<file path="src/rtl/warp_alloc_pkg.sv">
package warp_alloc_pkg;

  // Outcome of evaluating the held request in one cycle
  typedef enum logic [1:0] {
    DEC_IDLE   = 2'd0,
    DEC_WAIT   = 2'd1,
    DEC_GRANT  = 2'd2,
    DEC_REJECT = 2'd3
  } alloc_dec_e;

endpackage

</file>
<file path="src/rtl/warp_slot_table.sv">
// Slot occupancy and owner tags; release by ID match over all slots at once.
module warp_slot_table #(
  parameter int NUM_SLOTS = 64,
  parameter int ID_W      = 6
) (
  input  logic                 clk,
  input  logic                 rst_n,
  input  logic                 set_en,
  input  logic [NUM_SLOTS-1:0] set_mask,
  input  logic [ID_W-1:0]      set_id,
  input  logic                 clr_en,
  input  logic [ID_W-1:0]      clr_id,
  output logic [NUM_SLOTS-1:0] busy,
  output logic [NUM_SLOTS-1:0] clr_hit
);

  logic [NUM_SLOTS-1:0] busy_q;
  logic [ID_W-1:0]      owner_q [NUM_SLOTS];

  for (genvar s = 0; s < NUM_SLOTS; s++) begin : g_slot
    // release acts only on slots occupied at the start of the cycle
    assign clr_hit[s] = clr_en && busy_q[s] && (owner_q[s] == clr_id);

    always_ff @(posedge clk) begin
      if (!rst_n) begin
        busy_q[s]  <= 1'b0;
        owner_q[s] <= '0;
      end else begin
        if (set_en && set_mask[s]) begin
          busy_q[s]  <= 1'b1;
          owner_q[s] <= set_id;
        end else if (clr_hit[s]) begin
          busy_q[s]  <= 1'b0;
        end
      end
    end
  end

  assign busy = busy_q;

endmodule

</file>
<file path="src/rtl/warp_slot_picker.sv">
// Lowest-index-first selection of `need` slots out of a free map.
module warp_slot_picker #(
  parameter int NUM_SLOTS = 64,
  parameter int NEED_W    = 13,
  localparam int CNT_W    = $clog2(NUM_SLOTS + 1),
  localparam int CMP_W    = (NEED_W > CNT_W) ? NEED_W : CNT_W
) (
  input  logic [NUM_SLOTS-1:0] free_map,
  input  logic [NEED_W-1:0]    need,
  output logic [NUM_SLOTS-1:0] pick,
  output logic [CNT_W-1:0]     free_total
);

  // below[s] = number of free slots with index lower than s
  logic [CNT_W-1:0] below [NUM_SLOTS+1];

  assign below[0] = '0;

  for (genvar s = 0; s < NUM_SLOTS; s++) begin : g_pick
    assign below[s+1] = below[s] + CNT_W'(free_map[s]);
    assign pick[s]    = free_map[s] && (CMP_W'(below[s]) < CMP_W'(need));
  end

  assign free_total = below[NUM_SLOTS];

endmodule

</file>
<file path="src/rtl/warp_slot_alloc.sv">
module warp_slot_alloc
  import warp_alloc_pkg::*;
#(
  parameter int NUM_SLOTS    = 64,
  parameter int WARP_THREADS = 32,
  parameter int MAX_THREADS  = 1024,
  parameter int ID_W         = 6,
  parameter int THR_W        = 12,
  localparam int CNT_W       = $clog2(NUM_SLOTS + 1),
  localparam int NEED_W      = THR_W + 1,
  localparam int CMP_W       = (NEED_W > CNT_W) ? NEED_W : CNT_W
) (
  input  logic                 clk,
  input  logic                 rst_n,
  input  logic                 adm_valid,
  output logic                 adm_ready,
  input  logic [ID_W-1:0]      adm_id,
  input  logic [THR_W-1:0]     adm_threads,
  input  logic                 cmp_valid,
  input  logic [ID_W-1:0]      cmp_id,
  output logic                 rsp_valid,
  output logic                 rsp_grant,
  output logic [NUM_SLOTS-1:0] rsp_mask,
  output logic [CNT_W-1:0]     free_count
);

  // held request
  logic              pend_v;
  logic [ID_W-1:0]   pend_id;
  logic [THR_W-1:0]  pend_thr;

  logic [NUM_SLOTS-1:0] busy_map;
  logic [NUM_SLOTS-1:0] clr_hit;
  logic [NUM_SLOTS-1:0] pick;
  logic [NUM_SLOTS-1:0] grant_mask;
  logic [CNT_W-1:0]     free_total;
  logic [NEED_W-1:0]    need;
  logic                 bad_size;
  logic                 fits;
  alloc_dec_e           dec;

  logic                 rsp_valid_q;
  logic                 rsp_grant_q;
  logic [NUM_SLOTS-1:0] rsp_mask_q;
  logic [CNT_W-1:0]     free_q;

  assign adm_ready = !pend_v;

  // warps needed: ceiling division by the warp width
  assign need = ({1'b0, pend_thr} + NEED_W'(WARP_THREADS - 1)) / NEED_W'(WARP_THREADS);
  assign bad_size = (pend_thr == '0) || (pend_thr > THR_W'(MAX_THREADS));
  assign fits     = CMP_W'(need) <= CMP_W'(free_total);

  always_comb begin
    if (!pend_v)       dec = DEC_IDLE;
    else if (bad_size) dec = DEC_REJECT;
    else if (fits)     dec = DEC_GRANT;
    else               dec = DEC_WAIT;
  end

  assign grant_mask = (dec == DEC_GRANT) ? pick : '0;

  warp_slot_picker #(
    .NUM_SLOTS (NUM_SLOTS),
    .NEED_W    (NEED_W)
  ) u_picker (
    .free_map   (~busy_map),
    .need       (need),
    .pick       (pick),
    .free_total (free_total)
  );

  warp_slot_table #(
    .NUM_SLOTS (NUM_SLOTS),
    .ID_W      (ID_W)
  ) u_table (
    .clk      (clk),
    .rst_n    (rst_n),
    .set_en   (dec == DEC_GRANT),
    .set_mask (grant_mask),
    .set_id   (pend_id),
    .clr_en   (cmp_valid),
    .clr_id   (cmp_id),
    .busy     (busy_map),
    .clr_hit  (clr_hit)
  );

  // request holding register
  always_ff @(posedge clk) begin
    if (!rst_n) begin
      pend_v   <= 1'b0;
      pend_id  <= '0;
      pend_thr <= '0;
    end else if (adm_valid && adm_ready) begin
      pend_v   <= 1'b1;
      pend_id  <= adm_id;
      pend_thr <= adm_threads;
    end else if (dec == DEC_GRANT || dec == DEC_REJECT) begin
      pend_v   <= 1'b0;
    end
  end

  // response pulse and running free count
  always_ff @(posedge clk) begin
    if (!rst_n) begin
      rsp_valid_q <= 1'b0;
      rsp_grant_q <= 1'b0;
      rsp_mask_q  <= '0;
      free_q      <= CNT_W'(NUM_SLOTS);
    end else begin
      rsp_valid_q <= (dec == DEC_GRANT) || (dec == DEC_REJECT);
      rsp_grant_q <= (dec == DEC_GRANT);
      rsp_mask_q  <= grant_mask;
      free_q      <= free_q - CNT_W'($countones(grant_mask)) + CNT_W'($countones(clr_hit));
    end
  end

  assign rsp_valid  = rsp_valid_q;
  assign rsp_grant  = rsp_grant_q;
  assign rsp_mask   = rsp_mask_q;
  assign free_count = free_q;

endmodule

</file>
<file path="config.mk">
export PLATFORM = sky130hd
export DESIGN_NAME = warp_slot_alloc
export DESIGN_NICKNAME = d
export VERILOG_FILES = /design/src/rtl/warp_alloc_pkg.sv /design/src/rtl/warp_slot_table.sv /design/src/rtl/warp_slot_picker.sv /design/src/rtl/warp_slot_alloc.sv
export SDC_FILE = /design/constraint.sdc
export NUM_CORES = 2
export LEC_CHECK = 0
export ABC_AREA = 1
export ABC_CLOCK_PERIOD_IN_PS = 28800
export BUFFER_PORTS_ARGS = -buffer_cell sky130_fd_sc_hd__buf_4
export CORE_ASPECT_RATIO = 0.7
export CORE_UTILIZATION = 37
export CTS_BUF_LIST = sky130_fd_sc_hd__clkbuf_8
export DETAILED_ROUTE_END_ITERATION = 6
export PLACE_DENSITY = 0.64
export SYNTH_ARGS = -nofsm -noshare
export SYNTH_HDL_FRONTEND = slang
export SYNTH_SLANG_ARGS = --single-unit
</file>
<file path="constraint.sdc">
create_clock -name clk -period 28.8 [get_ports clk]
set_input_delay 1.44 -clock clk [delete_from_list [all_inputs] [get_ports clk]]
set_output_delay 1.44 -clock clk [all_outputs]
set_load 0.01 [all_outputs]
</file>
==> flow_metrics.env <==
export IMPL_crit_buf_inv=11
export IMPL_synth_cells=5900
export IMPL_grt_pass1_vias=38900
export IMPL_dp_hpwl_um=106000
export IMPL_synth_edf_count=384
export IMPL_synthArstFlopShare_pct=0
export IMPL_cts_sinks=540
export IMPL_synth_seq_cells=540
export IMPL_clockBufferDepth=3
export IMPL_firstDrtPassIters=7
export IMPL_cp_data_required_time_ps=29480
export IMPL_io_pins=102
export IMPL_startpoint_type="flip-flop"
export IMPL_syn2layout_area_growth_pct=13.7
export IMPL_rsz0062_at_grt="false"
export IMPL_die_x_um=431
export IMPL_setup_viol=0
export IMPL_path_clk_slew_ps=70
export IMPL_slew_viol_final=0
export IMPL_worst_setup_path_type="reg -> reg"
export IMPL_crit_top_cell="ha_4"
export IMPL_synth_ff_type="edfxtp_1"
export IMPL_place_port_buffers=101
export IMPL_cp_end_kind="flip-flop"
export IMPL_rows=109
export IMPL_hp_start="pend_thr[4]"
export IMPL_htree_levels=3
export IMPL_worstMarginPinSlew_ps=1300
export IMPL_cts_tree="yes"
export IMPL_num_vias=40500
export IMPL_hold_class="reg -> reg"
export IMPL_ys_seq_area_share_pct=30.7
export IMPL_status="finished with violations"
export IMPL_fillers=12400
export IMPL_critPathMaxStageDelay_ps=580
export IMPL_syn_area_per_cell_um2=8.08
export IMPL_drive_above_1_share_pct=19.4
export IMPL_drt_total_wl_um=145000
export IMPL_die_y_um=302
export IMPL_overflow=0
export IMPL_timing_final_crit_period_ps=27810
export IMPL_viasPerCell=5.11
export IMPL_track_usage_pct=21.9
export IMPL_grt_antenna_before_repair=3
export IMPL_synth_distinct_cells=51
export IMPL_fmax_ghz=0.0360
export IMPL_drc=10
export IMPL_grt_start_max_net_pins=70
export IMPL_clk_latency_ps=800
export IMPL_grt_pass1_wl_um=223000
export IMPL_numCtsBuffers=90
export IMPL_fin_ws_ps=986
export IMPL_post_drt_wl_per_cell_um=18.2
export IMPL_coreArea_um2=127000
export IMPL_hold_viol_final=0
export IMPL_ctsHoldBuffers=0
export IMPL_path_delay_family="adder cells"
export IMPL_gp_congestion=0.911
export IMPL_syn_area_um2=47700
export IMPL_slowest_stage="fa_1"
export IMPL_slew_headroom_pct=13.1
export IMPL_initial_core_util_pct=37.5
export IMPL_mostFrequentLayoutCells="inv_1 (1,011), nand2_1 (833), nor2_1 (682)"
export IMPL_nets=6794
export IMPL_drtIter0Drc=3989
export IMPL_arrival_ps=28500
export IMPL_rr_startpoint="u_table.busy[0]"
export IMPL_design_die_area_um2=130000
export IMPL_ant_nets=0
export IMPL_cts_root_buffer="clkbuf_8"
export IMPL_final_common_cell="inv_1"
export IMPL_min_period_over_period_pct=96.6
export IMPL_synth_yosys_warnings=0
export IMPL_place_ws_ps=-1010
export IMPL_worstSetupStartpoint="u_table.busy[0]"
export IMPL_crit_fanout=11
export IMPL_maxCapViolCount=0
export IMPL_finClkSkew_ps=52.0
export IMPL_violations="DRC"
==> Yosys cell counts (2+ instances only) <==
master / number / share of area, %
a211o_1: 3 / 0.055
o221ai_1: 2 / 0.037
nand2_1: 845 / 6.7
o2111ai_1: 22 / 0.40
a211oi_1: 42 / 0.66
o21ai_0: 183 / 1.9
o211ai_1: 56 / 0.88
nor3_1: 35 / 0.37
clkbuf_1: 141 / 1.1
nand2_4: 116 / 2.7
a21o_1: 16 / 0.25
o21bai_1: 39 / 0.61
a31oi_1: 2 / 0.026
a21boi_0: 2 / 0.031
xnor2_1: 104 / 1.9
o22ai_1: 50 / 0.66
nand3b_1: 2 / 0.031
a221oi_1: 2 / 0.037
a21oi_1: 192 / 2.0
fa_1: 124 / 5.2
dfxtp_1: 156 / 6.6
o31ai_1: 30 / 0.47
a2111oi_0: 37 / 0.68
buf_1: 16 / 0.13
clkinv_1: 6 / 0.047
nor2_1: 687 / 5.4
nor4_1: 33 / 0.43
nand2_2: 346 / 4.5
o21a_1: 5 / 0.079
nand3_2: 98 / 2.1
inv_1: 981 / 7.7
nor2_2: 16 / 0.21
ha_1: 512 / 13
edfxtp_1: 384 / 24
nand3_1: 398 / 4.2
a2111o_1: 3 / 0.071
nand4_1: 35 / 0.46
nand3_4: 46 / 1.7
or2_2: 21 / 0.28
nor2_4: 3 / 0.071
inv_2: 32 / 0.25
xor2_1: 68 / 1.2
==> worst min-delay path, delay by kind of cell (launching register included) <==
family                 cells  cell delay [ps]
DFF                        1              300
buffers and inverters      1               60
AOI/OAI and AO/OA          1               50
==> per-layer routing <==
layer	up-vias	GRT usage [%]	wire length, µm
met5	-	0	0
met4	0	4.98	3250
met3	182	3.09	12500
met2	1553	33.3	60900
met1	18900	32.6	67900
li1	19900	-	-
==> through the flow <==
step	instances	TNS [ps]	area, µm²	util, %	hold slack (ps)
final	7929	0	54200	42.7	453
after global routing	7928	0	54200	42.7	484
after CTS	7927	0	53800	42.3	455
after detailed placement	7756	-3170	51600	40.7	446
after global placement	7756	-1890	51600	40.7	441
after floorplan	5902	0	47800	-	430
==> cell type report <==
| class | instances | area (µm²) | share of cell area (%) |
|---|---|---|---|
| multi-input cells | 4186 | 29400 | 54.3 |
| flip-flops and latches | 540 | 14700 | 27.0 |
| inverters | 1019 | 3830 | 7.07 |
| repair buffers | 293 | 2220 | 4.11 |
| well taps | 1720 | 2150 | 3.97 |
| clock buffers | 96 | 1320 | 2.44 |
| clock inverters | 74 | 559 | 1.03 |
| diodes | 1 | 2.50 | 0.00462 |
==> flip-flops by register name, summed over array words and instances, names as in the netlist <==
name,count
u_table.busy,64
rsp_valid,1
rsp_grant,1
free_count,7
pend_v,1
pend_id,6
u_table.owner_q,384
rsp_mask,64
pend_thr,12
==> kinds of logic after synthesis <==
family / count (synthesis) / synth area share, %
and+or+nand+nor: 2683 / 29.2
buffers and inverters: 1176 / 9.26
AOI/OAI and AO/OA: 692 / 9.02
adders and majority gates: 636 / 18.7
DFF: 540 / 30.7
xor gates and xnor gates: 172 / 3.16
other: 1 / 0.00787
==> final timing paths <==
kind                   endpoint  slack (ps)  depth (start not counted)
hold reg to reg     pend_thr[4]         450                          2
setup / recovery  free_count[5]         990                        103
setup reg to reg  free_count[5]         990                        103
hold / removal      pend_thr[4]         450                          2
==> what timing repair did <==
item	4_1_cts	5_1_grt
setup buffers	1	1
cloned	0	0
endpoints found under the setup margin	6	6
pin swaps	3	8
endpoints found under the hold margin	0	0
resized for setup	28	52
Power is left out: the tool's default activity adds up to more than one toggle a clock period on the data nets, which glitch-free logic cannot reach.
